[src/rtl/uwire_rom_responder.sv]
module uwire_rom_responder #(
  parameter int          REG_W        = 8,
  parameter int          ADDR_W       = 6,
  parameter int          DATA_W       = 16,
  parameter logic [7:0]  RST_VAL      = 8'h12,
  parameter logic [1:0]  CMD_READ     = 2'b10,
  parameter int          MAC_WORD0    = 12,
  parameter logic [47:0] STATION_ADDR = 48'h0A1B2C3D4E5F
) (
  input  logic             clk,
  input  logic             rst_n,
  input  logic             wr_en,
  input  logic [REG_W-1:0] wr_data,
  output logic [REG_W-1:0] reg_q,
  output logic             bad_cmd
);
  localparam int DI = 0, DO = 1, CK = 2, CS = 3;
  localparam int CNT_W = $clog2(DATA_W + 1);

  typedef enum logic [1:0] {S_WAIT, S_CMD, S_ADDR, S_DATA} st_t;
  st_t              st;
  logic [CNT_W-1:0] cnt;
  logic [DATA_W-1:0] sr;

  wire sel  = wr_data[CS];
  wire din  = wr_data[DI];
  wire rise = wr_data[CK] & ~reg_q[CK];
  wire step = wr_en & sel & rise;
  wire [ADDR_W-1:0] addr_full = {sr[ADDR_W-2:0], din};

  function automatic logic [DATA_W-1:0] word_at(input logic [ADDR_W-1:0] a);
    logic [DATA_W-1:0] w;
    w = '1;
    for (int k = 0; k < 3; k++)
      if (a == ADDR_W'(MAC_WORD0 - k)) w = STATION_ADDR[16*k +: 16];
    return w;
  endfunction

  always_ff @(posedge clk or negedge rst_n) begin
    if (!rst_n) begin
      reg_q   <= RST_VAL;
      st      <= S_WAIT;
      cnt     <= '0;
      sr      <= '0;
      bad_cmd <= 1'b0;
    end else if (wr_en) begin
      reg_q <= {wr_data[REG_W-1:2], reg_q[DO], wr_data[DI]};
      if (!sel) begin
        st        <= S_WAIT;
        reg_q[DI] <= 1'b0;
        bad_cmd   <= 1'b0;
      end else if (rise) begin
        unique case (st)
          S_WAIT: if (din) begin
            st  <= S_CMD;
            cnt <= CNT_W'(1);
            sr  <= '0;
          end
          S_CMD: begin
            sr <= {sr[DATA_W-2:0], din};
            if (cnt == 0) begin
              if ({sr[0], din} == CMD_READ) begin
                st  <= S_ADDR;
                cnt <= CNT_W'(ADDR_W - 1);
              end else begin
                st      <= S_WAIT;
                bad_cmd <= 1'b1;
              end
            end else cnt <= cnt - 1'b1;
          end
          S_ADDR: begin
            if (cnt == 0) begin
              sr        <= word_at(addr_full);
              st        <= S_DATA;
              cnt       <= CNT_W'(DATA_W - 1);
              reg_q[DI] <= 1'b0;
            end else begin
              sr  <= {sr[DATA_W-2:0], din};
              cnt <= cnt - 1'b1;
            end
          end
          S_DATA: begin
            reg_q[DO] <= sr[DATA_W-1];
            sr        <= {sr[DATA_W-2:0], 1'b0};
            if (cnt == 0) st <= S_WAIT;
            else cnt <= cnt - 1'b1;
          end
          default: st <= S_WAIT;
        endcase
      end
    end
  end

  AST_DO_HOLD: assert property (@(posedge clk) disable iff (!rst_n)
    !(step && st == S_DATA) |=> $stable(reg_q[DO]));
  AST_NO_STEP_NO_MOVE: assert property (@(posedge clk) disable iff (!rst_n)
    !(wr_en && (!sel || rise)) |=> $stable(st));
  AST_DESEL_WAIT: assert property (@(posedge clk) disable iff (!rst_n)
    (wr_en && !sel) |=> (st == S_WAIT && !reg_q[DI] && !bad_cmd));
  AST_ERR_FROM_CMD: assert property (@(posedge clk) disable iff (!rst_n)
    $rose(bad_cmd) |-> ($past(st) == S_CMD && st == S_WAIT));
  AST_DI_CLR_ON_DATA: assert property (@(posedge clk) disable iff (!rst_n)
    $rose(st == S_DATA) |-> !reg_q[DI]);
  AST_CNT_RANGE: assert property (@(posedge clk) disable iff (!rst_n)
    cnt <= CNT_W'(DATA_W - 1));
endmodule

[config.mk]
export PLATFORM = sky130hd
export DESIGN_NAME = uwire_rom_responder
export DESIGN_NICKNAME = d
export VERILOG_FILES = /design/src/rtl/uwire_rom_responder.sv
export SDC_FILE = /design/constraint.sdc
export NUM_CORES = 1
export LEC_CHECK = 0
export ABC_CLOCK_PERIOD_IN_PS = 2300
export BUFFER_PORTS_ARGS = -buffer_cell sky130_fd_sc_hd__buf_2
export CORE_ASPECT_RATIO = 0.7
export CORE_MARGIN = 2
export CORE_UTILIZATION = 56
export CTS_CLUSTER_SIZE = 24
export DETAILED_ROUTE_END_ITERATION = 12
export GPL_TIMING_DRIVEN = 0
export PLACE_DENSITY = 0.82
export SLEW_MARGIN = 20
export SYNTH_ARGS = -nofsm -noshare
export SYNTH_HDL_FRONTEND = slang
export SYNTH_SLANG_ARGS = --single-unit
[constraint.sdc]
create_clock -name clk -period 2.3 [get_ports clk]
set_input_delay 0.345 -clock clk [delete_from_list [all_inputs] [get_ports clk]]
set_output_delay 0.345 -clock clk [all_outputs]
set_load 0.02 [all_outputs]
==> flow_metrics.py <==
metrics = {
    "worst_setup_path": {
        "worst-path-buf-inv": 2,
        "crit_path_top_delay_cell": "or4b_1",
        "startpoint_type": "register",
        "end_kind": "register",
        "cp.arrival_ns": 2.31,
        "path_cells": "inv_1 -> ha_1 -> or4b_1 -> buf_6 -> a211oi_2 -> o21ai_2 -> a221o_1",
        "cp.required_ns": 2.46,
        "crit_family": "compound AO/OA/AOI/OAI gates",
        "crit_fanout": 8,
        "cp_slowest_stage_delay_ns": 0.47,
        "critPathKind": "reg2reg",
    },
    "routing": {
        "drc": 0,
        "wl_per_cell_um": 16.27,
        "drt_pass1_iterations": 4,
        "ant_nets": 0,
        "totalWireLength_mm": 3.677,
        "vias": 1360,
        "dr.first_iter.drc_count": 158,
        "vias_per_cell": 6.018,
    },
    "clock_tree": {
        "clkSinkCount": 32,
        "post_cts_buffers": 0,
        "numCtsBuffers": 5,
        "clkTransAtPathRegs_ns": 0.07,
        "h-tree-depth": 2,
        "cts-resized-gates": 0,
        "clk_latency_ns": 0.29,
        "cts_tree": "done",
        "cts-root-buf": "clkbuf_8",
        "clock_path_buffers": 2,
        "postCtsHoldBufs": 0,
    },
    "placed_design": {
        "dp_hpwl_mm": 2.702,
        "place_ws_ns": 0.1903,
        "dpl_cell_area_mm2": 0.001758,
        "dp_cells": 218,
        "globalplace.congestion": 0.8945,
        "io_buffer_count": 18,
    },
    "flow_run": {
        "drv_cap": 0,
    },
    "layout": {
        "n_antenna_cell": 0,
        "layout.cells.most_common": "dfrtp_1",
        "fin_cells": 226,
        "final_area_mm2": 0.001864,
        "drive_gt1_frac": 0.2263,
        "syn2layout_area_growth_pct": 14.88,
        "layout_common_cells": "dfrtp_1 (30), nand2_1 (26), buf_2 (20)",
        "final_nets": 201,
    },
    "timing": {
        "hold_viol": 0,
        "max_freq_mhz": 465.3,
        "setup_slack_ns": 0.1509,
        "drv_slew": 0,
        "fin_skew_ns": 0.006631,
        "slew-limit-headroom": 0.5354,
        "min_period_over_period": 0.9344,
        "hold_slack_ns": 0.1018,
        "grt_setup_unrepaired": "false",
        "final.min_clock_period_ns": 2.149,
        "worstMarginPinSlew_ns": 0.6969,
        "final.setup.tns_ns": 0,
        "setup_viol": 0,
    },
    "pwr": {
        "ir_worst_vdd_uv": 635.2,
        "powerDensity_mw_per_mm2": 797.6,
        "power_leakage_uw": 0.0008417,
    },
    "synthesis": {
        "seq_area_frac_synth": 0.4950,
        "post_synth_num_cell_types": 46,
        "syn_nets": 176,
        "yosys.area.top_type": "dfrtp_1",
        "syn_area_mm2": 0.001623,
        "ys_warn_count": 0,
        "synth_enable_flop_cells": 0,
        "yosys_register_bits": 32,
        "synth.top_cells.by_area": "dfrtp_1 (46%), nand2_1 (6.0%), mux2_2 (4.2%), o21ai_0 (3.7%), dfstp_2 (3.2%)",
        "synthCells": 164,
        "async_reset_ff_frac": 1.000,
        "synth_top_area_share": 0.4626,
        "avgSynthCellArea_um2": 9.895,
        "ys.flop_type": "dfrtp_1",
    },
    "floorplanning": {
        "die_w_um": 68.34,
        "die_h_um": 49.04,
        "io_pins": 20,
        "row_count": 16,
        "start_util": 0.5832,
        "coreArea_mm2": 0.002783,
        "die_area_mm2": 0.003351,
    },
    "global_routing": {
        "grt_start_max_net_pins": 33,
        "antenna_found_initial": 0,
        "grtUsageTotal": 0.2515,
        "grt_overflow": 0,
        "grt_pass1_vias": 1302,
        "grt_pass1_wl_mm": 6.120,
    },
    "min_path": {
        "hold_class": "in2async",
    },
    "outcome": {
        "status": "finished clean",
    },
}
worst register-to-register path, delay by kind of cell, from the launching register on:
kind            cells  cell delay [ns]
simple gates        1             0.47
flops               1             0.39
compound gates      3             0.66
fa+ha+maj           1             0.23
buf+inv             2             0.28
cells by family (layout without fill, tap and decap cells):
| logic type | Yosys count | after routing | share of synthesized area |
|---|---|---|---|
| adders and majority gates | 1 | 1 | 0.007709 |
| AOI/OAI and AO/OA | 45 | 45 | 0.1874 |
| DFF | 32 | 32 | 0.4950 |
| xor gates and xnor gates | 2 | 2 | 0.01080 |
| and+or+nand+nor | 66 | 66 | 0.2174 |
| buffers and inverters | 11 | 37 | 0.03392 |
| muxes | 7 | 7 | 0.04780 |
layout make-up:
| type | count | area [um2] |
|---|---|---|
| multi-input combinational | 121 | 770.7 |
| tap | 36 | 45.04 |
| buffer | 7 | 40.04 |
| timing repair buffer | 18 | 90.09 |
| inverter | 4 | 15.01 |
| sequential | 32 | 803.3 |
| fill | 224 | 918.4 |
| clock buffer | 8 | 100.1 |
report_power, final:
part           total (uW)  internal, uW  switching [uW]
clock network         468           273             195
logic                 309           129             180
registers             711           642            68.5
sequential cells by signal (all words and copies together), names as in the netlist:
name,count
st,2
cnt,5
sr,16
bad_cmd,1
reg_q,8
cells in the mapped netlist, drive strengths merged, types with 2 or more instances:
library cell  count
buf               5
dfstp             2
a221o             3
nor3b             2
o31ai             4
nor2b             3
a31oi             6
a32oi             2
a21o              2
nor3              3
mux2              6
o21ai            13
or3               4
clkbuf            2
nor4b             2
dfrtp            30
nand3             4
nand2            26
or3b              2
nand2b            4
a21oi             8
nor2             10
inv               4
routing by layer:
metal  wire length (um)  part of all wire  vias up  GRT usage
li1                   -                 -      647          -
met1               1677              0.46      658     0.3516
met2               1659              0.45       46     0.3641
met3                266             0.072        9    0.08083
met4                 73             0.020        0    0.09333
met5                  0                 0        -          0
per-stage QoR:
stage	total power, uW	util
floorplan	920.5	-
global placement	998.1	0.6317
detailed placement	1022	0.6317
CTS	1492	0.6677
global route	1568	0.6700
finish	1487	0.6700
path summary, 6_finish.rpt:
check / startpoint / end / slack (ns) / cells after the start
max: cnt[0] / sr[15] / 0.15 / 7
min: rst_n / bad_cmd / 0.10 / 1
max reg2reg: cnt[0] / sr[15] / 0.15 / 7
min reg2reg: reg_q[0] / reg_q[0] / 0.48 / 1
max in group asynchronous: rst_n / sr[13] / 1.75 / 1
min in group clk: wr_data[7] / reg_q[7] / 0.29 / 2
Power figures use the tool's default switching activity.
